[src/rtl/sio_pkg.sv]
package sio_pkg;

  typedef struct packed {
    logic [1:0] stop;    // 0: 1 bit, 1: 1.5 bits, 2/3: 2 bits
    logic       odd;
    logic       par_en;
    logic [1:0] len;     // data bits = 5 + len
  } mode_t;

  typedef enum logic [2:0] {PH_IDLE, PH_START, PH_DATA, PH_PAR, PH_STOP} phase_t;

  localparam logic [1:0] A_DATA = 2'd0;
  localparam logic [1:0] A_STAT = 2'd1;
  localparam logic [1:0] A_MODE = 2'd2;

  function automatic logic [2:0] last_bit(logic [1:0] len);
    return 3'd4 + {1'b0, len};
  endfunction

  function automatic logic [7:0] len_mask(logic [1:0] len);
    return 8'hFF >> (2'd3 - len);
  endfunction

  function automatic logic par_of(logic [7:0] d, logic odd);
    return (^d) ^ odd;
  endfunction

endpackage

[src/rtl/sio_baud_gen.sv]
module sio_baud_gen #(
  parameter int DIV_W = 16
) (
  input  logic             clk_i,
  input  logic             rst_ni,
  input  logic [DIV_W-1:0] div_i,
  output logic             tick_o
);
  logic [DIV_W-1:0] cnt_q;

  always_ff @(posedge clk_i or negedge rst_ni) begin
    if (!rst_ni) begin
      cnt_q  <= '0;
      tick_o <= 1'b0;
    end else if (cnt_q >= div_i) begin
      cnt_q  <= '0;
      tick_o <= 1'b1;
    end else begin
      cnt_q  <= cnt_q + 1'b1;
      tick_o <= 1'b0;
    end
  end
endmodule

[src/rtl/sio_tx.sv]
module sio_tx
  import sio_pkg::*;
#(
  parameter int OVS = 16
) (
  input  logic       clk_i,
  input  logic       rst_ni,
  input  logic       tick_i,
  input  logic       load_i,
  input  logic [7:0] data_i,
  input  mode_t      mode_i,
  output logic       idle_o,
  output logic       txd_o
);
  localparam int CW = $clog2(2 * OVS);
  localparam logic [CW-1:0] BIT_M1  = CW'(OVS - 1);
  localparam logic [CW-1:0] STOP1   = CW'(OVS - 1);
  localparam logic [CW-1:0] STOP15  = CW'(OVS + OVS / 2 - 1);
  localparam logic [CW-1:0] STOP2   = CW'(2 * OVS - 1);

  phase_t        ph_q;
  logic [CW-1:0] cnt_q, stop_last_q;
  logic [2:0]    idx_q, last_q;
  logic [7:0]    sh_q;
  logic          pbit_q, pen_q;
  logic [7:0]    din;
  logic          bit_end;

  assign din     = data_i & len_mask(mode_i.len);
  assign bit_end = (cnt_q == BIT_M1);

  always_ff @(posedge clk_i or negedge rst_ni) begin
    if (!rst_ni) begin
      ph_q        <= PH_IDLE;
      cnt_q       <= '0;
      stop_last_q <= STOP1;
      idx_q       <= '0;
      last_q      <= '0;
      sh_q        <= '0;
      pbit_q      <= 1'b0;
      pen_q       <= 1'b0;
    end else if (ph_q == PH_IDLE) begin
      if (load_i) begin
        ph_q   <= PH_START;
        cnt_q  <= '0;
        idx_q  <= '0;
        sh_q   <= din;
        pbit_q <= par_of(din, mode_i.odd);
        pen_q  <= mode_i.par_en;
        last_q <= last_bit(mode_i.len);
        unique case (mode_i.stop)
          2'd0:    stop_last_q <= STOP1;
          2'd1:    stop_last_q <= STOP15;
          default: stop_last_q <= STOP2;
        endcase
      end
    end else if (tick_i) begin
      cnt_q <= cnt_q + 1'b1;
      unique case (ph_q)
        PH_START: if (bit_end) begin
          cnt_q <= '0;
          ph_q  <= PH_DATA;
        end
        PH_DATA: if (bit_end) begin
          cnt_q <= '0;
          sh_q  <= sh_q >> 1;
          if (idx_q == last_q) ph_q <= pen_q ? PH_PAR : PH_STOP;
          else                 idx_q <= idx_q + 1'b1;
        end
        PH_PAR: if (bit_end) begin
          cnt_q <= '0;
          ph_q  <= PH_STOP;
        end
        PH_STOP: if (cnt_q == stop_last_q) begin
          cnt_q <= '0;
          ph_q  <= PH_IDLE;
        end
        default: ph_q <= PH_IDLE;
      endcase
    end
  end

  assign idle_o = (ph_q == PH_IDLE);

  always_comb begin
    unique case (ph_q)
      PH_START: txd_o = 1'b0;
      PH_DATA:  txd_o = sh_q[0];
      PH_PAR:   txd_o = pbit_q;
      default:  txd_o = 1'b1;
    endcase
  end
endmodule

[src/rtl/sio_rx.sv]
module sio_rx
  import sio_pkg::*;
#(
  parameter int OVS = 16
) (
  input  logic       clk_i,
  input  logic       rst_ni,
  input  logic       tick_i,
  input  logic       rxd_i,
  input  logic [1:0] len_i,
  input  logic       par_en_i,
  input  logic       odd_i,
  output logic       done_o,
  output logic [7:0] data_o,
  output logic       perr_o,
  output logic       ferr_o
);
  localparam int CW = $clog2(OVS);
  localparam logic [CW-1:0] BIT_M1  = CW'(OVS - 1);
  localparam logic [CW-1:0] HALF_M1 = CW'(OVS / 2 - 1);

  phase_t        ph_q;
  logic [CW-1:0] cnt_q;
  logic [2:0]    idx_q, last_q;
  logic [7:0]    sh_q, aligned;
  logic          s1_q, s2_q, prx_q, pen_q, odd_q;
  logic          bit_end;

  assign bit_end = (cnt_q == BIT_M1);
  assign aligned = sh_q >> (3'd7 - last_q);

  always_ff @(posedge clk_i or negedge rst_ni) begin
    if (!rst_ni) begin
      s1_q <= 1'b1;
      s2_q <= 1'b1;
    end else begin
      s1_q <= rxd_i;
      s2_q <= s1_q;
    end
  end

  always_ff @(posedge clk_i or negedge rst_ni) begin
    if (!rst_ni) begin
      ph_q   <= PH_IDLE;
      cnt_q  <= '0;
      idx_q  <= '0;
      last_q <= 3'd7;
      sh_q   <= '0;
      prx_q  <= 1'b0;
      pen_q  <= 1'b0;
      odd_q  <= 1'b0;
      done_o <= 1'b0;
      data_o <= '0;
      perr_o <= 1'b0;
      ferr_o <= 1'b0;
    end else begin
      done_o <= 1'b0;
      if (tick_i) begin
        unique case (ph_q)
          PH_IDLE: if (!s2_q) begin
            ph_q   <= PH_START;
            cnt_q  <= '0;
            last_q <= last_bit(len_i);
            pen_q  <= par_en_i;
            odd_q  <= odd_i;
          end
          PH_START: begin
            if (cnt_q == HALF_M1) begin
              cnt_q <= '0;
              idx_q <= '0;
              ph_q  <= s2_q ? PH_IDLE : PH_DATA;  // line back high: glitch
            end else cnt_q <= cnt_q + 1'b1;
          end
          PH_DATA: begin
            cnt_q <= cnt_q + 1'b1;
            if (bit_end) begin
              sh_q <= {s2_q, sh_q[7:1]};
              if (idx_q == last_q) ph_q <= pen_q ? PH_PAR : PH_STOP;
              else                 idx_q <= idx_q + 1'b1;
            end
          end
          PH_PAR: begin
            cnt_q <= cnt_q + 1'b1;
            if (bit_end) begin
              prx_q <= s2_q;
              ph_q  <= PH_STOP;
            end
          end
          PH_STOP: begin
            cnt_q <= cnt_q + 1'b1;
            if (bit_end) begin
              ph_q   <= PH_IDLE;
              done_o <= 1'b1;
              data_o <= aligned;
              ferr_o <= !s2_q;
              perr_o <= pen_q && (prx_q != par_of(aligned, odd_q));
            end
          end
          default: ph_q <= PH_IDLE;
        endcase
      end
    end
  end
endmodule

[src/rtl/sio_core.sv]
module sio_core
  import sio_pkg::*;
#(
  parameter int OVS   = 16,
  parameter int DIV_W = 16
) (
  input  logic             clk_i,
  input  logic             rst_ni,
  input  logic [DIV_W-1:0] div_i,
  input  logic             sel_i,
  input  logic             wr_i,
  input  logic [1:0]       addr_i,
  input  logic [7:0]       wdata_i,
  output logic [7:0]       rdata_o,
  output logic             txd_o,
  input  logic             rxd_i,
  output logic             irq_rx_o,
  output logic             irq_tx_o
);
  logic       tick, tx_idle, rx_done, rx_perr, rx_ferr;
  logic [7:0] rx_data, rx_buf, mode_q;
  logic       rdy, pe, fe, ovr;
  logic       wr_dat, rd_dat, wr_mode;
  mode_t      mode;

  assign wr_dat  = sel_i &  wr_i & (addr_i == A_DATA);
  assign rd_dat  = sel_i & ~wr_i & (addr_i == A_DATA);
  assign wr_mode = sel_i &  wr_i & (addr_i == A_MODE);
  assign mode    = mode_t'(mode_q[5:0]);

  sio_baud_gen #(.DIV_W(DIV_W)) i_baud (
    .clk_i, .rst_ni, .div_i, .tick_o(tick)
  );

  sio_tx #(.OVS(OVS)) i_tx (
    .clk_i, .rst_ni, .tick_i(tick), .load_i(wr_dat), .data_i(wdata_i),
    .mode_i(mode), .idle_o(tx_idle), .txd_o(txd_o)
  );

  sio_rx #(.OVS(OVS)) i_rx (
    .clk_i, .rst_ni, .tick_i(tick), .rxd_i,
    .len_i(mode.len), .par_en_i(mode.par_en), .odd_i(mode.odd),
    .done_o(rx_done), .data_o(rx_data), .perr_o(rx_perr), .ferr_o(rx_ferr)
  );

  always_ff @(posedge clk_i or negedge rst_ni) begin
    if (!rst_ni) begin
      mode_q <= '0;
      rx_buf <= '0;
      rdy    <= 1'b0;
      pe     <= 1'b0;
      fe     <= 1'b0;
      ovr    <= 1'b0;
    end else begin
      if (wr_mode) mode_q <= wdata_i;
      if (rx_done) begin
        rx_buf <= rx_data;
        rdy    <= 1'b1;
        pe     <= rx_perr;
        fe     <= rx_ferr;
        ovr    <= (ovr | rdy) & ~rd_dat;
      end else if (rd_dat) begin
        rdy <= 1'b0;
        pe  <= 1'b0;
        fe  <= 1'b0;
        ovr <= 1'b0;
      end
    end
  end

  always_comb begin
    unique case (addr_i)
      A_DATA:  rdata_o = rx_buf;
      A_STAT:  rdata_o = {3'b000, ovr, fe, pe, tx_idle, rdy};
      A_MODE:  rdata_o = mode_q;
      default: rdata_o = 8'h00;
    endcase
  end

  assign irq_rx_o = rdy;
  assign irq_tx_o = tx_idle;
endmodule

[config.mk]
export PLATFORM = sky130hd
export DESIGN_NAME = sio_core
export DESIGN_NICKNAME = d
export VERILOG_FILES = /design/src/rtl/sio_pkg.sv /design/src/rtl/sio_baud_gen.sv /design/src/rtl/sio_tx.sv /design/src/rtl/sio_rx.sv /design/src/rtl/sio_core.sv
export SDC_FILE = /design/constraint.sdc
export NUM_CORES = 1
export LEC_CHECK = 0
export ABC_CLOCK_PERIOD_IN_PS = 6400
export BUFFER_PORTS_ARGS = -buffer_cell sky130_fd_sc_hd__buf_2
export CAP_MARGIN = 30
export CORE_MARGIN = 2
export CORE_UTILIZATION = 35
export CTS_CLUSTER_DIAMETER = 30
export DETAILED_ROUTE_END_ITERATION = 8
export PLACE_DENSITY = 0.53
export SLEW_MARGIN = 25
export SYNTH_ARGS = -nofsm -noshare
export SYNTH_HDL_FRONTEND = slang
export SYNTH_HIERARCHICAL = 1
export SYNTH_SLANG_ARGS = --single-unit
[constraint.sdc]
create_clock -name clk_i -period 6.4 [get_ports clk_i]
set_input_delay 0.64 -clock clk_i [delete_from_list [all_inputs] [get_ports clk_i]]
set_output_delay 0.64 -clock clk_i [all_outputs]
set_load 0.005 [all_outputs]
==> out/summary.txt, run 1 <==
status = completed
global-route wire length before repair = 20.1 mm
Hold Crit Class = input port to asynchronous set/reset pin
Setup TNS = 0 ns
worst skew pair latency = 0.35 ns
Die ar. = 17200 um2
Synth Area in Adders = 0.0508
final worst-path cycle share = 0.444
flops & latches, synth = 99
ranking of synthesized cells by area = dfrtp_1 42%, ha_1 5.1%, mux2_2 4.4%
Worst setup SP type = flop
simple logic cell fraction of the synthesized area = 0.157
compound-gate portion of the synthesized area = 0.125
Remaining Overflow, GRT = 0
crit path max fanout = 11
Antenna Cells = 0
FFs w/ async S/R, synth = 1.00
largest family of logic cells by synthesized area = simple AND/OR/NAND/NOR gates
Final setup viols = 0
critical path class = flop to primary output
total of max-cap violations = 0
placed instance area = 6020 um2
clock root cell = clkbuf_16
EDFF count, synth = 0
layout net count = 614
Die Ht = 131 um
Initial Utilization = 0.358
Synth Area in XOR/XNOR = 0.0589
Tot GR Track Use = 0.143
post-CTS sizing = 0
total iterations of the first detailed-routing run = 5
FMAX = 352 MHz
Final ANT Viol Nets = 0
Slew Limit Fails = 0
row count = 46
Worst Tran Pin Value = 0.911 ns
ys flop type = dfrtp_1
Period minus WS final = 2.84 ns
unrepaired setup endpoints after global routing = false
Worst Path Required = 5.76 ns
top-count cell post-synth = dfrtp_1
CTS tree = yes
Mapped Area = 5670 um2
initial antenna violation count = 0
mux cell area share after synthesis = 0.121
post-synth top area cell = dfrtp_1
largest net degree at the start of global routing = 66
Clock Skews = 0.00383 ns
IO Count = 42
layout cells sized above 1 = 0.196
top-area cell type share of the netlist area = 0.415
Total Power = 0.00185 W
worst rel slew slack = 0.393
total vias in the final route = 4024
routed wire length = 11.7 mm
synth cell count leaders = 94 x dfrtp_1, 40 x nand2_1, 33 x inv_1
Crit path arrival time = 2.20 ns
Avg Inst Size Synth = 10.7 um2
total CTS buffers = 9
H-tree depth = 3
CP Capture Type = primary output
worst-case clock buffer depth = 2
# DRC = 0
cell leakage power = 2.84 nW
final hold violation count = 0
Fillers = 1532
Final Util = 0.401
Worst-path clk slew = 0.07 ns
vias in the first global route = 3995
WL/cell = 15.0 um
Syn Inst Count = 532
Die Wd = 131 um
Syn Nets = 586
Yosys cell types = 71
vias per std cell = 5.15
Worst VDD drop = 0.128 mV
cts hold-fix bufs = 0
GPL Wtd Cong = 0.781
pwr dens = 292 nW/um2
Area growth, synth to finish = 12.0%
register area share after synthesis = 0.438
final instance area = 6350 um2
Post-CTS Setup Inserts = 0
port buffer count = 41
Ys Warns = 6
DP HPWL = 8.36 mm
Iter 0 DRT Violations = 304
clock sink count = 99
hold_ws = 0.238 ns
core area = 15800 um2
==> layer usage <==
metal / part of all wire / wire length [um] / global-route usage
met2: 0.49 / 5700 / 0.238
met1: 0.47 / 5510 / 0.182
met3: 0.032 / 376 / 0.0390
met4: 0.013 / 157 / 0.0405
met5: 0 / 0 / 0
==> area by class of cell <==
| class | count | area, um2 | share of cell area |
|---|---|---|---|
| Multi-Input combinational cell | 371 | 2900 | 0.458 |
| Clock buffer | 10 | 239 | 0.0377 |
| Clock inverter | 6 | 87.6 | 0.0138 |
| Timing Repair Buffer | 44 | 230 | 0.0363 |
| Tap cell | 216 | 270 | 0.0426 |
| Sequential cell | 99 | 2480 | 0.391 |
| Inverter | 35 | 131 | 0.0207 |
==> registers in the layout, summed over array words and instances, names as in the netlist, 2 cells and up <==
register          cells
i_tx/ph_q             3
i_rx/cnt_q            4
i_tx/sh_q             8
i_rx/data_o           8
i_baud/cnt_q         16
i_tx/idx_q            3
i_tx/last_q           3
mode_q                8
i_tx/cnt_q            5
i_tx/stop_last_q      2
i_rx/idx_q            3
rx_buf                8
i_rx/last_q           2
i_rx/sh_q             8
i_rx/ph_q             3
==> path summary, 6_finish.rpt <==
check / endpoint / start / slack, ns / cells after the start
max in group asynchronous: i_rx/cnt_q[2] / rst_ni / 4.97 / 2
min: i_tx/ph_q[2] / rst_ni / 0.24 / 1
min in group clk_i: i_rx/s2_q / i_rx/s1_q / 0.36 / 0
min reg2reg: i_rx/s2_q / i_rx/s1_q / 0.36 / 0
max: rdata_o[1] / i_tx/ph_q[1] / 3.56 / 5
max reg2reg: i_rx/perr_o / i_rx/last_q[0] / 3.90 / 5
==> through the flow <==
step                instances  setup slack, ns
global route              781             3.46
CTS                       781             3.56
finish                    781             3.56
floorplan                 532             4.18
detailed placement        765             3.68
global placement          765             3.77
==> where the power goes <==
| group | internal, W | total (W) | switching, W |
|---|---|---|---|
| Sequential | 0.000713 | 0.000857 | 0.000144 |
| Combinational | 0.000205 | 0.000404 | 0.000198 |
| Clock | 0.000354 | 0.000593 | 0.000239 |
==> worst max-delay path, cell delays in order, from the launching register on <==
cell and delay [ns]:
dfrtp_1 0.52, or3_1 0.53, inv_2 0.30, mux2i_1 0.12, o2bb2ai_1 0.23, buf_2 0.15
==> cell families (layout without fill, tap and decap cells) <==
family                     Yosys count  after routing
xor gates and xnor gates            35             35
AOI/OAI and AO/OA                  104            104
muxes                               61             61
adders and majority gates           23             23
buffers and inverters               62             95
DFF                                 99             99
and+or+nand+nor                    148            148
==> cell usage in the layout, fill, tap and decap left out, types with 3 or more instances in the layout <==
cell type and n:
buf_2 40, nor4_2 9, ha_1 23, o31ai_1 3, or3_1 6, xnor2_1 25, a32o_1 3, o2bb2ai_1 5
nor4_1 10, buf_4 4, xor2_1 8, mux2_1 16, nor2_1 20, nor3_1 8, dfrtp_1 94, nand2_1 40
mux2_2 22, a31oi_1 3, a211o_1 3, a21oi_1 24, and3_1 3, dfstp_2 5, mux2i_1 21, o21ai_1 7
o21ai_0 24, clkbuf_16 9, nand2b_1 9, nand3_1 12, inv_1 33, o21a_1 5, nand4_1 10, a22o_1 4
Power figures use the tool's default switching activity.
==> run 2: changes to the inputs <==
Settings changed: ABC_CLOCK_PERIOD_IN_PS 6400 to 2400, PLACE_DENSITY 0.53 to 0.55.
Clock period 6.4 ns to 2.4 ns, I/O delays scaled along.
==> out/summary.txt, run 2 (synthesis gave the netlist of run 1 again) <==
status = completed
crit path max fanout = 6
Hold Crit Class = input port to flop
core area = 15800 um2
unrepaired setup endpoints after global routing = false
Area growth, synth to finish = 14.3%
critical path class = flop to flop
largest net degree at the start of global routing = 46
Period minus WS final = 2.24 ns
Worst setup SP type = flop
Biggest register = i_baud/cnt_q
hold_ws = 0.137 ns
final worst-path cycle share = 0.934
Die Ht = 131 um
Initial Utilization = 0.358
WL/cell = 15.0 um
total iterations of the first detailed-routing run = 4
Final ANT Viol Nets = 0
final instance area = 6480 um2
vias per std cell = 5.14
Clock Skews = 0.0110 ns
global-route wire length before repair = 20.4 mm
worst path cell trace = ha_1 -> nand3_1 -> inv_1 -> ha_1 -> nand3_2 -> a211o_1 -> or4_1 -> a21oi_1
final hold violation count = 0
worst-case clock buffer depth = 2
Worst VDD drop = 0.407 mV
total vias in the final route = 4095
slowest cell on the critical path = or4_1
H-tree depth = 3
Antenna Cells = 0
cell leakage power = 2.91 nW
CP dominant cell by count = ha_1
initial antenna violation count = 0
most frequent cells in the layout = 94 x dfrtp_1, 40 x nand2_1, 40 x buf_2, 33 x inv_1, 25 x xnor2_1
commonest non-fill, non-tap cell in the layout = dfrtp_1
post-CTS sizing = 0
layout net count = 629
Die ar. = 17200 um2
CP Capture Type = flop
Iter 0 DRT Violations = 198
FMAX = 446 MHz
Worst Tran Pin Value = 0.794 ns
Remaining Overflow, GRT = 0
placed instance area = 6140 um2
Slew Limit Fails = 0
Crit path arrival time = 2.52 ns
worst rel slew slack = 0.471
DP HPWL = 8.98 mm
GPL Wtd Cong = 0.802
total of max-cap violations = 0
# DRC = 0
Die Wd = 131 um
max reg flops = 16
Worst Path Required = 2.68 ns
clock root cell = clkbuf_16
Final setup viols = 0
Fillers = 1480
vias in the first global route = 4018
Tot GR Track Use = 0.145
slowest cell delay on critical path = 0.49 ns
worst skew pair latency = 0.35 ns
total CTS buffers = 9
routed wire length = 12.0 mm
IO Count = 42
row count = 46
port buffer count = 41
clock sink count = 99
layout cells sized above 1 = 0.214
Worst-path clk slew = 0.07 ns
CTS tree = yes
Setup TNS = 0 ns
pwr dens = 759 nW/um2
## run 2: cell types whose count changed in the layout (fill, tap and decap cells not counted), sizes merged
cell,delta
bufinv,-1
clkinv,-1
dlygate4sd3,+2
clkbuf,-1
buf,+13
inv,+3
## run 2: repair_timing
action                                 4_1_cts  5_1_grt
hold buffers                                 2        0
endpoints found under the hold margin       40        0
buffers inserted                             0        0
## run 2: worst max-delay path, delay by kind of cell, from the launching register on
kind            cells  cell delay [ns]
buf+inv             1             0.07
fa+ha+maj           2             0.49
flops               1             0.39
compound gates      2             0.50
simple gates        3             0.72
## run 2: where the power goes
part           internal (W)  leakage (nW)  switching (W)
sequential          0.00190          1.29       0.000312
clock              0.000834         0.154       0.000679
combinational      0.000582          1.47       0.000613
## run 2: worst paths after layout
check / startpoint / slack [ns] / cells past startpoint / to
max: i_tx/cnt_q[0] / 0.16 / 8 / i_tx/idx_q[2]
min: wdata_i[5] / 0.14 / 2 / mode_q[5]
max reg2reg: i_tx/cnt_q[0] / 0.16 / 8 / i_tx/idx_q[2]
min reg2reg: i_rx/s1_q / 0.36 / 0 / i_rx/s2_q
max in group asynchronous: rst_ni / 1.30 / 3 / i_tx/stop_last_q[3]
min in group asynchronous: rst_ni / 0.44 / 2 / i_tx/cnt_q[2]
## run 2: area by class of cell
cell class / instances / area (um2) / share of cell area
multi-input combinational: 371 / 2900 / 0.448
sequential: 99 / 2480 / 0.383
timing repair buffer: 59 / 373 / 0.0576
tap: 216 / 270 / 0.0417
clock buffer: 9 / 225 / 0.0348
inverter: 35 / 131 / 0.0203
clock inverter: 7 / 90.1 / 0.0139
## run 2: per-stage QoR
step | instances | utilization | setup slack [ns] | power [W]
final | 796 | 0.409 | 0.159 | 0.00492
after floorplan | 532 | - | 0.181 | 0.00310
after global routing | 796 | 0.409 | 0.00512 | 0.00523
after detailed placement | 778 | 0.388 | 0.176 | 0.00344
after global placement | 778 | 0.388 | 0.229 | 0.00337
after CTS | 796 | 0.409 | 0.150 | 0.00497
## run 2: layer usage
| layer | global-route usage | routed length, um | vias up |
|---|---|---|---|
| li1 | - | - | 2010 |
| met1 | 0.195 | 5840 | 2023 |
| met2 | 0.230 | 5630 | 54 |
| met3 | 0.0363 | 321 | 8 |
| met4 | 0.0465 | 173 | 0 |
| met5 | 0 | 0 | - |
